`src/rtl/cti_pkg.sv`:
```
package cti_pkg;
  typedef enum logic {PH_IDLE = 1'b0, PH_WAIT = 1'b1} phase_e;
  localparam int FAR_ACK = 0;
  localparam int FAR_FNE = 1;
  localparam int FAR_W   = 2;
endpackage

```
`src/rtl/cti_sync.sv`:
```
module cti_sync #(
  parameter int W      = 2,
  parameter int STAGES = 2
) (
  input  logic         clk,
  input  logic         rst,
  input  logic [W-1:0] d,
  output logic [W-1:0] q
);
  logic [STAGES-1:0][W-1:0] chain;

  always_ff @(posedge clk) begin
    if (rst) chain[0] <= '0;
    else     chain[0] <= d;
  end

  for (genvar s = 1; s < STAGES; s++) begin : g_stage
    always_ff @(posedge clk) begin
      if (rst) chain[s] <= '0;
      else     chain[s] <= chain[s-1];
    end
  end

  assign q = chain[STAGES-1];
endmodule

```
`src/rtl/cti_timer.sv`:
```
module cti_timer #(
  parameter int TMO_W = 16
) (
  input  logic             clk,
  input  logic             rst,
  input  logic             clear,
  input  logic             run,
  input  logic [TMO_W-1:0] limit,
  output logic             expired
);
  logic [TMO_W-1:0] cnt_q;

  always_ff @(posedge clk) begin
    if (rst) begin
      cnt_q   <= '0;
      expired <= 1'b0;
    end else if (clear) begin
      cnt_q <= '0;
    end else if (run && !expired) begin
      if (cnt_q == limit) expired <= 1'b1;
      else                cnt_q   <= cnt_q + 1'b1;
    end
  end
endmodule

```
`src/rtl/cti_ctrl_reg.sv`:
```
module cti_ctrl_reg #(
  parameter int CODE_W = 5,
  parameter int SF_W   = 2,
  localparam int CTRL_W = CODE_W + 1 + SF_W
) (
  input  logic              clk,
  input  logic              rst,
  input  logic              issue,
  input  logic [CODE_W-1:0] code,
  input  logic              sf_load,
  input  logic [SF_W-1:0]   sf_val,
  output logic [CTRL_W-1:0] ctrl
);
  logic [CODE_W-1:0] code_q;
  logic              edge_q;
  logic [SF_W-1:0]   sf_q;

  always_ff @(posedge clk) begin
    if (rst) begin
      code_q <= '0;
      edge_q <= 1'b0;
    end else if (issue) begin
      code_q <= code;
      edge_q <= ~edge_q;
    end
  end

  always_ff @(posedge clk) begin
    if (rst)          sf_q <= '0;
    else if (sf_load) sf_q <= sf_val;
  end

  assign ctrl = {sf_q, edge_q, code_q};
endmodule

```
`src/rtl/cti_fsm.sv`:
```
module cti_fsm
  import cti_pkg::*;
(
  input  logic clk,
  input  logic rst,
  input  logic start,
  input  logic ack_s,
  output logic issue,
  output logic busy,
  output logic done,
  output logic err_busy
);
  phase_e phase_q;
  logic   ack_ref_q;

  assign busy  = (phase_q == PH_WAIT);
  assign issue = start && !busy;

  always_ff @(posedge clk) begin
    if (rst) begin
      phase_q   <= PH_IDLE;
      ack_ref_q <= 1'b0;
      done      <= 1'b0;
      err_busy  <= 1'b0;
    end else begin
      done     <= 1'b0;
      err_busy <= start && busy;
      if (issue) begin
        phase_q   <= PH_WAIT;
        ack_ref_q <= ack_s;
      end else if (busy && (ack_s != ack_ref_q)) begin
        phase_q <= PH_IDLE;
        done    <= 1'b1;
      end
    end
  end
endmodule

```
`src/rtl/cmd_toggle_issuer.sv`:
```
module cmd_toggle_issuer
  import cti_pkg::*;
#(
  parameter int CODE_W      = 5,
  parameter int SF_W        = 2,
  parameter int TMO_W       = 16,
  parameter int SYNC_STAGES = 2,
  localparam int CTRL_W = CODE_W + 1 + SF_W
) (
  input  logic              clk,
  input  logic              rst,
  input  logic              start,
  input  logic [CODE_W-1:0] code,
  input  logic              sf_load,
  input  logic [SF_W-1:0]   sf_val,
  input  logic [TMO_W-1:0]  timeout_limit,
  input  logic [FAR_W-1:0]  far_status,
  output logic [CTRL_W-1:0] ctrl_byte,
  output logic              busy,
  output logic              done,
  output logic              err_busy,
  output logic              timeout,
  output logic              fifo_nempty
);
  logic [FAR_W-1:0] far_s;
  logic             issue;

  cti_sync #(.W(FAR_W), .STAGES(SYNC_STAGES)) u_sync (
    .clk(clk), .rst(rst), .d(far_status), .q(far_s)
  );

  cti_fsm u_fsm (
    .clk(clk), .rst(rst), .start(start), .ack_s(far_s[FAR_ACK]),
    .issue(issue), .busy(busy), .done(done), .err_busy(err_busy)
  );

  cti_ctrl_reg #(.CODE_W(CODE_W), .SF_W(SF_W)) u_ctrl (
    .clk(clk), .rst(rst), .issue(issue), .code(code),
    .sf_load(sf_load), .sf_val(sf_val), .ctrl(ctrl_byte)
  );

  cti_timer #(.TMO_W(TMO_W)) u_timer (
    .clk(clk), .rst(rst), .clear(issue), .run(busy),
    .limit(timeout_limit), .expired(timeout)
  );

  assign fifo_nempty = far_s[FAR_FNE];
endmodule

```
`config.mk`:
```
export PLATFORM = sky130hd
export DESIGN_NAME = cmd_toggle_issuer
export DESIGN_NICKNAME = d
export VERILOG_FILES = /design/src/rtl/cti_pkg.sv /design/src/rtl/cti_sync.sv /design/src/rtl/cti_timer.sv /design/src/rtl/cti_ctrl_reg.sv /design/src/rtl/cti_fsm.sv /design/src/rtl/cmd_toggle_issuer.sv
export SDC_FILE = /design/constraint.sdc
export NUM_CORES = 1
export LEC_CHECK = 0
export BUFFER_PORTS_ARGS = -buffer_cell sky130_fd_sc_hd__buf_2
export CAP_MARGIN = 40
export CORE_MARGIN = 2
export CORE_UTILIZATION = 47
export CTS_BUF_LIST = sky130_fd_sc_hd__clkbuf_16
export DETAILED_ROUTE_END_ITERATION = 10
export GPL_TIMING_DRIVEN = 0
export PLACE_DENSITY = 0.87
export SYNTH_ARGS = -nofsm -noshare
export SYNTH_HDL_FRONTEND = slang
export SYNTH_HIERARCHICAL = 1
export SYNTH_SLANG_ARGS = --single-unit
```
`constraint.sdc`:
```
create_clock -name clk -period 1.8 [get_ports clk]
set_input_delay 0.27 -clock clk [delete_from_list [all_inputs] [get_ports clk]]
set_output_delay 0.27 -clock clk [all_outputs]
set_load 0.05 [all_outputs]
```
### Word level (Yosys, flattened, before mapping)

Index checks and enable logic that the tools add are counted.

* bits in registers: 33
* input port bits: 29
* output and inout bits: 13
* logic and storage cells: 30

* add/sub/neg operators: 1
* eq/ne operators: 2
* muxes and demuxes: 3
* bitwise operators: 3
* reductions and logical operators: 10

Operators with widths (count)
* 16-bit by 1-bit adder with 16-bit output (second input constant): 1
* 16-bit equality test: 1
* 1-bit logical AND: 4
* 1-bit two-way mux: 3
* 1-bit NOT: 3
* 3-bit AND reduction: 1
* 1-bit logical NOT: 2
* 2-bit AND reduction: 1
* 2-bit nonzero test: 1
* 2-bit OR reduction: 1
* 1-bit inequality test: 1

### Depth between registers and ports, before layout

Gate-level depths: netlist of run 1.

* depth in word-level cells: 4
* gate-level depth with buffers: 8
* depth with buffers taken out: 5

### Hierarchy

Netlist of run 1, hierarchy kept.

By module, submodules not included
* cti_timer: times used 1, cells each 124, area an instance 1064.8 um^2, seq. area each 340.3 um^2
* cti_ctrl_reg: times used 1, cells each 27, area an instance 291.5 um^2, seq. area each 160.2 um^2
* cti_fsm: times used 1, cells each 12, area an instance 142.6 um^2, seq. area each 80.1 um^2
* cti_sync: times used 1, cells each 10, area an instance 120.1 um^2, seq. area each 80.1 um^2

### Least setup slack after synthesis of run 1

OpenSTA, ideal clock, no wires.

* kind: reg-to-reg
* from: register u_fsm.phase_q, in the netlist u_fsm/busy
* to: register u_timer.cnt_q[14]
* library setup time: 70 ps
* arrival: 1990 ps
* required time: 1730 ps
* slack: -260 ps
* stages on the path, launching flop included: 6
* buffers on the path: 0
* clock period less this slack: 2060 ps
* cells stage by stage: dfxtp_1 -> and2b_1 -> nand3_1 -> or3_1 -> or3_1 -> a21oi_1

* cells in the longest elaborated chain, start to end: 3
* elaborated cells on any way between the ends: 5
* classes of those cells: reduce/logical: 5

Ends and longest elaborated chain
* start: declaration: RTL line cti_fsm.sv:13 `phase_e phase_q;`
* start signal: assignment: RTL line cti_fsm.sv:21 `phase_q <= PH_IDLE;`
* start signal: assignment: RTL line cti_fsm.sv:29 `phase_q <= PH_WAIT;`
* start signal: assignment: RTL line cti_fsm.sv:32 `phase_q <= PH_IDLE;`
* 1-bit logical NOT: RTL line cti_fsm.sv:17 `assign issue = start && !busy;`
* 1-bit logical AND: RTL line cti_fsm.sv:17
* 2-bit OR reduction (no source line)
* end signal: assignment: RTL line cti_timer.sv:21 `else cnt_q <= cnt_q + 1'b1;`
* end: declaration: RTL line cti_timer.sv:11 `logic [TMO_W-1:0] cnt_q;`

Parallel ways exist; a longest one is shown, timed or not.
A chain may end at the register's enable or synchronous reset.

### Worst setup path in the final report of run 1

* from: register u_timer.cnt_q[4]
* to: register u_timer.cnt_q[13]

* cells in the longest elaborated chain, start to end: 3
* elaborated cells on any way between the ends: 4
* classes of those cells: add/sub: 1; eq/ne: 1; bitwise: 1; reduce/logical: 1

Ends and longest elaborated chain
* branches (longest 3 deep; another with 16-bit by 1-bit adder with 16-bit output)

Parallel ways; which one is timed is not known.

==> results_dict.tcl, run 1 <==
set metrics [dict create \
    io_pins 42 \
    fp-row-count 21 \
    synth-compound-area-share_pct 11.5 \
    firstDrtPassIters 4 \
    p_leak_nw 0.870 \
    num-nets-final 258 \
    clock_sink_count 33 \
    dp_cells 260 \
    max_freq_mhz 570 \
    maxCapViolations 0 \
    rr_endpoint "u_timer/cnt_q[13]" \
    wire_per_inst_um 14.1 \
    stdcell_count 275 \
    clk_latency_ps 280 \
    crit_type "reg -> reg" \
    synth_fa_ha_area_share_pct 0.773 \
    root_buffer "clkbuf_16" \
    overflow 0 \
    postSynthAreaPerCell_um2 9.36 \
    grt_pass1_wl_um 5950 \
    hp-start "far_status[1]" \
    finalSetupViolCount 0 \
    synth_seq_cells 33 \
    htreeDepth 2 \
    die_height_um 62.7 \
    initial_core_util_pct 48.9 \
    min_period_ps 1750 \
    skew_ps 2.85 \
    cp.required_ps 2020 \
    synthToLayoutAreaGrowth_pct 37.6 \
    synth_top_family_by_area "simple AND/OR/NAND/NOR gates" \
    grt.total_usage_pct 19.5 \
    ant_nets 0 \
    worstRegToRegCells 5 \
    dieWidth_um 62.7 \
    path_clk_slew_ps 50 \
    grt_pass1_vias 1380 \
    worstHoldPathCells 2 \
    yosysTopAreaCellShare_pct 40.8 \
    nFillCells 288 \
    cp-end-kind "flip-flop" \
    relSlewSlack_pct 75.9 \
    reg2reg_slack_ps 50 \
    whs_ps 203 \
    fin_setup_tns_ps 0 \
    ys_seq_area_share_pct 40.8 \
    rsz0062_at_grt "true" \
    dieArea_um2 3930 \
    holdPathEnd "u_sync/chain[1]" \
    hold_viol 0 \
    diodes 0 \
    synth-simple-area-share_pct 25.8 \
    cp.arrival_ps 1970 \
    final_common_cell "buf_2" \
    yosys-top-cells-area "dfxtp_1, xnor2_1, mux2i_1, a21oi_1, or4_1" \
    via_per_inst 5.40 \
    worstMarginPinSlew_ps 360 \
    coreArea_um2 3310 \
    clk_path_buf_depth 2 \
    cp_max_fo 7 \
    drc 0 \
    yosysWarnings 6 \
    synthFlopType "dfxtp_1" \
    synth_xor_xnor_area_share_pct 9.74 \
    hold_class "in -> reg" \
    mostFrequentLayoutCells "buf_2, dfxtp_1, xnor2_1" \
    worstSetupStartpointType "flip-flop" \
    period_share_pct 97.5 \
    num_vias 1485 \
    place_hpwl_um 2480 \
    seq_area_um2 679 \
    status "complete, no violations" \
    p_per_area_nw_per_um2 873 \
    synthCells 173 \
    synth_edf_count 0 \
    async_reset_ff_share_pct 0 \
    multi_input_area_um2 937 \
    slew_viol_final 0 \
    wl_um 3880 \
    synth_fp_nets 203 \
    routabilityCongestion 0.799 \
    drtIter0Drc 47 \
    synthMuxAreaShare_pct 5.56 \
    peakVddDrop_mv 0.960 \
    r2r_start "u_timer/cnt_q[4]" \
    antenna_found_initial 0 \
    holdBufCountCts 0 \
    layout-drive-gt1-share_pct 44.5 \
    cts-buffers-inserted 5 \
    synth_area_um2 1620 \
    synth_top_area_cell "dfxtp_1" \
    cts_tree "built" \
    grt_max_degree 13 \
    synth_cell_type_count 37 \
    io_buffers 41 \
]
[critical path, cell delays in order, from the launching register on]
cell and delay (ps):
dfxtp_2 390, and4_4 270, and4_4 260, nand4_1 150, or4_4 510, a21oi_2 120
[per-layer routing]
layer,wire (um),global-route usage (%),part of all wire [%],vias to the layer above
met3,300,8.29,7.7,10
met4,102,8.33,2.6,0
li1,-,-,-,734
met5,0,0,0,-
met1,1520,22.5,39,675
met2,1950,31.5,50,66
[per-stage QoR]
stage | power, mW | utilization, % | area [um2] | setup WS [ps]
finish | 1.94 | 67.3 | 2230 | 45.2
CTS | 1.96 | 62.7 | 2070 | 6.89
floorplan | 0.932 | - | 1620 | 69.0
global route | 2.03 | 67.3 | 2230 | -74.4
global placement | 0.995 | 57.0 | 1890 | -62.8
detailed placement | 0.999 | 57.0 | 1890 | -87.5
[where the power goes]
| part | leakage (nW) | switching [mW] | internal (mW) |
|---|---|---|---|
| clock network | 0.0775 | 0.308 | 0.647 |
| registers | 0.275 | 0.0153 | 0.754 |
| logic | 0.517 | 0.130 | 0.0901 |
[worst max path at each step]
stage,depth (start not counted),end,slack [ps],start
after floorplan,5,u_timer/cnt_q[14],70,u_timer/expired
after global routing,7,u_timer/cnt_q[0],-70,u_timer/cnt_q[15]
after CTS,7,u_timer/cnt_q[2],7,u_timer/cnt_q[13]
final,5,u_timer/cnt_q[13],50,u_timer/cnt_q[4]
after global placement,7,u_timer/cnt_q[1],-60,u_timer/cnt_q[10]
after detailed placement,7,u_timer/cnt_q[2],-90,u_timer/cnt_q[10]
[cell families (layout without fill, tap and decap cells)]
logic type	after synthesis	in the layout
compound gates	31	31
xor+xnor	18	18
fa+ha+maj	1	1
buf+inv	12	68
flops	33	33
mux	9	9
simple gates	69	69
[state kept, by name (all words and copies together), names as in the netlist]
signal / count
u_ctrl/code_q: 5
u_fsm/ack_ref_q: 1
u_sync/q: 2
u_ctrl/sf_q: 2
u_fsm/done: 1
u_timer/cnt_q: 16
u_ctrl/edge_q: 1
u_fsm/err_busy: 1
u_timer/expired: 1
u_fsm/busy: 1
u_sync/chain: 2
[layout make-up]
cell class                      instances  share of cell area (%)
Multi-Input combinational cell        128                    42.1
Sequential cell                        33                    30.5
Timing Repair Buffer                   48                    12.5
Clock buffer                            5                    5.62
Buffer                                 11                    4.66
Tap cell                               46                    2.58
Clock inverter                          3                    1.85
Inverter                                1                   0.169
[synth_stat cells, types with 2 or more instances]
master	count
xnor2_1	18
or3_1	7
o21a_1	2
dfxtp_1	33
nor2b_1	4
buf_6	2
nor4_1	2
a21oi_1	13
nand4_1	7
o21ai_0	6
and4_4	2
o31ai_1	6
or4_1	7
nand2_1	10
nor2_1	13
mux2i_1	9
o31a_1	2
nand3_1	6
buf_4	6
[timing repair]
| item | in CTS | in global routing |
|---|---|---|
| endpoints found under the setup margin | 12 | 16 |
| setup buffers | 1 | 5 |
| pin swaps | 1 | 22 |
| gates resized for setup | 9 | 32 |
| gates cloned | 0 | 1 |
Power figures use the tool's default switching activity.
==> inputs of run 2 (changes only) <==
- CORE_ASPECT_RATIO: not set -> 1.25
- CORE_MARGIN: 2 -> 1.5
==> run 2 against run 1 <==
Non-clock buffer count is 1 lower; cell area is 2.1% lower; via count is 0.54% higher; highest routed layer unchanged; routed wire length is 1.5% higher; total power is 6.5% lower; sequential cell count stayed put; maximum frequency is 2.2% lower; sequential share of layout area is 1.0 points higher; register-to-register slack worse by 40 ps; die area is 3.1% lower; critical path depth stayed put; clock power is 14% lower.
==> results_dict.tcl, run 2 (synthesis gave the netlist of run 1 again) <==
set metrics [dict create \
    finalSetupViolCount 0 \
    fin_area_um2 2180 \
    dieWidth_um 55.5 \
    relSlewSlack_pct 74.0 \
    diodes 0 \
    worstRegToRegCells 5 \
    period_share_pct 99.7 \
    wl_um 3940 \
    num_vias 1493 \
    io_buffers 41 \
    dp_cells 251 \
    cp.arrival_ps 2010 \
    p_leak_nw 0.871 \
    p_per_area_nw_per_um2 834 \
    crit_end "u_timer/cnt_q[13]" \
    drc 0 \
    cp_max_fo 7 \
    dieArea_um2 3810 \
    internal_power_mw 1.35 \
    slew_viol_final 0 \
    max_freq_mhz 557 \
    clock_sink_count 33 \
    worstSetupStartpointType "flip-flop" \
    p_switching_mw 0.467 \
    crit_type "reg -> reg" \
    maxCapViolations 0 \
    pwr-share-seq_pct 42.2 \
    place_hpwl_um 2560 \
    firstDrtPassIters 4 \
    hold_class "in -> reg" \
    htreeDepth 2 \
    place_ws_ps -127 \
    holdBufCountCts 0 \
    startpoint "u_timer/cnt_q[4]" \
    use_met3_pct 6.53 \
    routabilityCongestion 0.771 \
    synthToLayoutAreaGrowth_pct 34.6 \
    cts-buffers-inserted 5 \
    initial_core_util_pct 49.8 \
    antenna_found_initial 0 \
    whs_ps 201 \
    placed_cell_area_um2 1880 \
    cp.required_ps 2010 \
    rr_endpoint "u_timer/cnt_q[13]" \
    final_common_cell "buf_2" \
    p_clk_share_pct 45.4 \
    use_met2_pct 38.7 \
    fp-row-count 23 \
    stdcell_count 265 \
    drtIter0Drc 57 \
    reg2reg_slack_ps 6 \
    cts_tree "built" \
    hp-start "far_status[0]" \
    min_period_ps 1790 \
    status "complete, no violations" \
    largest_reg_flops 16 \
    netSwitchingFraction_pct 25.7 \
    clk_latency_ps 280 \
    largest-register "u_timer/cnt_q" \
    skew_ps 4.95 \
    grt_pass1_wl_um 6030 \
    wire_per_inst_um 14.9 \
    met1_usage_pct 21.4 \
    grt_max_degree 13 \
    path_clk_slew_ps 60 \
    cp-end-kind "flip-flop" \
    grt_pass1_vias 1394 \
    pwr-share-comb_pct 12.5 \
    layout-drive-gt1-share_pct 41.7 \
    overflow 0 \
    grt.total_usage_pct 20.9 \
    num-nets-final 257 \
    ant_nets 0 \
    hold_viol 0 \
    worstMarginPinSlew_ps 389 \
    top_regs "u_timer/cnt_q (16), u_ctrl/code_q (5)" \
    setup_ws_ps 5.66 \
    die_height_um 68.6 \
    rsz0062_at_grt "true" \
    r2r_start "u_timer/cnt_q[4]" \
    root_buffer "clkbuf_16" \
    via_per_inst 5.63 \
    top_usage_layer "met2" \
    nFillCells 287 \
    clk_path_buf_depth 2 \
    io_pins 42 \
    coreArea_um2 3250 \
    peakVddDrop_mv 0.900 \
    mostFrequentLayoutCells "buf_2, dfxtp_1, xnor2_1" \
]
-- run 2: critical path, stage by stage, from the launching register on --
cell     delay, ps
dfxtp_2        420
and4_4         270
and4_4         260
nand4_1        140
or4_4          510
a21oi_2        130
-- run 2: layer usage --
layer	share of wire, %	up-vias
met5	0	-
met4	1.5	0
met3	7.6	6
met2	53	62
met1	37	697
li1	-	728
-- run 2: power by group through the flow --
stage / combinational, mW / sequential, mW / clock, mW
final: 0.226 / 0.766 / 0.824
after global routing: 0.241 / 0.768 / 0.863
after CTS: 0.219 / 0.768 / 0.843
after detailed placement: 0.217 / 0.783 / 0
after global placement: 0.211 / 0.783 / 0
after floorplan: 0.104 / 0.828 / 0
-- run 2: metrics by stage --
step | util (%) | power [mW] | TNS [ps]
2_1_floorplan | - | 0.932 | 0
3_3_place_gp | 57.7 | 0.994 | -192
3_5_place_dp | 57.7 | 0.999 | -810
4_1_cts | 63.3 | 1.83 | 0
5_1_grt | 67.0 | 1.87 | -312
6_report | 67.0 | 1.82 | 0
-- run 2: final cells by class --
cell class | count | area [um2] | share of cell area [%]
inverter | 1 | 3.75 | 0.172
timing repair buffer | 47 | 272 | 12.5
tap | 37 | 46.3 | 2.12
buffer | 11 | 104 | 4.76
clock inverter | 3 | 17.5 | 0.804
multi-input combinational | 128 | 925 | 42.4
sequential | 33 | 687 | 31.5
clock buffer | 5 | 125 | 5.74
-- run 2: worst min-delay path by stage --
stage                                 end  cells past startpoint
after global routing      u_sync/chain[0]                      2
after floorplan                u_fsm/busy                      1
after global placement        u_sync/q[0]                      1
final                     u_sync/chain[0]                      2
after detailed placement      u_sync/q[0]                      1
after CTS                 u_sync/chain[0]                      2
-- run 2: timing repair --
action / CTS / global route
setup buffers: 3 / 2
cloned: 0 / 1
pin swaps: 3 / 15
setup endpoints to repair: 17 / 17
gates resized for setup: 8 / 26
==> inputs of run 3 (changes only) <==
- CORE_MARGIN: 1.5 -> 4
- CTS_CLUSTER_SIZE: not set -> 14
==> run 3 against run 2 <==
Worst hold slack improved by 5.2 ps; setup slack improved by 23 ps; routed wire length fell by 5.6%; cell area fell by 3.8%; clock skew fell by 1.8 ps; total power rose by 0.13%; combinational power fell by 3%; maximum frequency rose by 1.3%; sequential power barely moved; die area rose by 17%; cell count fell by 1.5%; via count fell by 4.1%; largest power group unchanged.
==> results_dict.tcl, run 3 (synthesis gave the netlist of run 1 again) <==
set metrics [dict create \
    io_buffers 41 \
    top_usage_layer "met2" \
    fp-row-count 23 \
    hold_viol 0 \
    num-nets-final 253 \
    largest_reg_flops 16 \
    p_per_area_nw_per_um2 868 \
    hold_class "in -> reg" \
    cp-end-kind "flip-flop" \
    routabilityCongestion 0.786 \
    period_share_pct 98.4 \
    maxCapViolations 0 \
    r2r_start "u_timer/cnt_q[3]" \
    clock_sink_count 33 \
    cp.required_ps 2010 \
    die_height_um 73.6 \
    drc 0 \
    dieArea_um2 4450 \
    num_vias 1432 \
    path_clk_slew_ps 50 \
    holdBufCountCts 0 \
    top_regs "u_timer/cnt_q (16), u_ctrl/code_q (5)" \
    skew_ps 3.15 \
    cp_max_fo 8 \
    worstMarginPinSlew_ps 320 \
    worstRegToRegCells 8 \
    peakVddDrop_mv 0.749 \
    antenna_found_initial 0 \
    min_period_ps 1770 \
    cts_tree "built" \
    power.total_mw 1.82 \
    finalSetupViolCount 0 \
    met1_usage_pct 20.5 \
    firstDrtPassIters 4 \
    coreArea_um2 3250 \
    wl_um 3720 \
    clk_latency_ps 280 \
    wire_per_inst_um 14.2 \
    dieWidth_um 60.5 \
    crit_type "reg -> reg" \
    drtIter0Drc 47 \
    ant_nets 0 \
    slew_viol_final 0 \
    final_common_cell "buf_2" \
    mostFrequentLayoutCells "buf_2, dfxtp_1, xnor2_1" \
    p_leak_nw 0.821 \
    worstSetupStartpointType "flip-flop" \
    crit_end "u_timer/cnt_q[12]" \
    io_pins 42 \
    use_met2_pct 31.4 \
    grt_max_degree 13 \
    rr_endpoint "u_timer/cnt_q[12]" \
    via_per_inst 5.49 \
    htreeDepth 2 \
    cts-buffers-inserted 5 \
    status "complete, no violations" \
    clk_path_buf_depth 2 \
    synthToLayoutAreaGrowth_pct 29.4 \
    grt_pass1_wl_um 6180 \
    root_buffer "clkbuf_16" \
    diodes 0 \
    place_hpwl_um 2660 \
    relSlewSlack_pct 78.6 \
    startpoint "u_timer/cnt_q[3]" \
    layout-drive-gt1-share_pct 38.4 \
    max_freq_mhz 565 \
    reg2reg_slack_ps 30 \
    overflow 0 \
    largest-register "u_timer/cnt_q" \
    grt.total_usage_pct 18.6 \
    use_met3_pct 5.27 \
    cp.arrival_ps 1980 \
    post-route-util_pct 64.4 \
    grt_pass1_vias 1434 \
    initial_core_util_pct 49.8 \
]
[run 3: changes by cell type in the layout (fill, tap and decap cells not counted), sizes merged]
| cell | change |
|---|---|
| clkinv | -2 |
| buf | -4 |
| clkinvlp | +2 |
[run 3: final cells by class]
| type | count | area, um2 |
|---|---|---|
| fill | 283 | 1160 |
| tap | 37 | 46.3 |
| buffer | 11 | 100 |
| clock inverter | 3 | 22.5 |
| clock buffer | 5 | 125 |
| timing repair buffer | 43 | 220 |
| multi-input combinational | 128 | 896 |
| sequential | 33 | 682 |
| inverter | 1 | 3.75 |
[run 3: critical path, stage by stage, from the launching register on]
cell     delay (ps)
dfxtp_1         300
buf_6           130
xnor2_2         130
nand4_1         140
nor4_4           80
buf_6           130
buf_4           150
or4_1           490
a21oi_1         150
[run 3: timing repair]
| item | in CTS | in global routing |
|---|---|---|
| setup buffers | 1 | 1 |
| resized for setup | 6 | 16 |
| hold endpoints to repair | 0 | 0 |
| setup endpoints to repair | 12 | 17 |
| pin swaps | 2 | 7 |
[run 3: stage by stage]
stage / setup WS (ps) / hold WS, ps / std cells / setup TNS [ps] / area (um2)
finish: 29.1 / 206 / 261 / 0 / 2100
global route: -3.93 / 234 / 261 / -8.45 / 2100
global placement: -38.8 / 420 / 251 / -181 / 1880
floorplan: 69.0 / 333 / 173 / 0 / 1620
detailed placement: -113 / 434 / 251 / -841 / 1880
CTS: 11.6 / 198 / 260 / 0 / 2040
[run 3: worst min-delay path by stage]
stage,from,end,slack [ps],cells after the start
after global placement,u_sync/chain[0],u_sync/q[0],420,1
after floorplan,rst,u_fsm/busy,330,1
final,far_status[0],u_sync/chain[0],210,2
after detailed placement,u_sync/chain[1],u_sync/q[1],430,1
after global routing,far_status[1],u_sync/chain[1],230,2
after CTS,far_status[0],u_sync/chain[0],200,2
[run 3: metal layers]
| layer | part of all wire, % | vias up |
|---|---|---|
| met5 | 0 | - |
| met4 | 3.1 | 0 |
| met3 | 7.0 | 9 |
| met2 | 51 | 55 |
| met1 | 39 | 647 |
| li1 | - | 721 |
[run 3: report_power, final]
part / switching [mW] / internal, mW
logic: 0.130 / 0.0904
registers: 0.0149 / 0.752
clock network: 0.321 / 0.511
total: 0.466 / 1.35
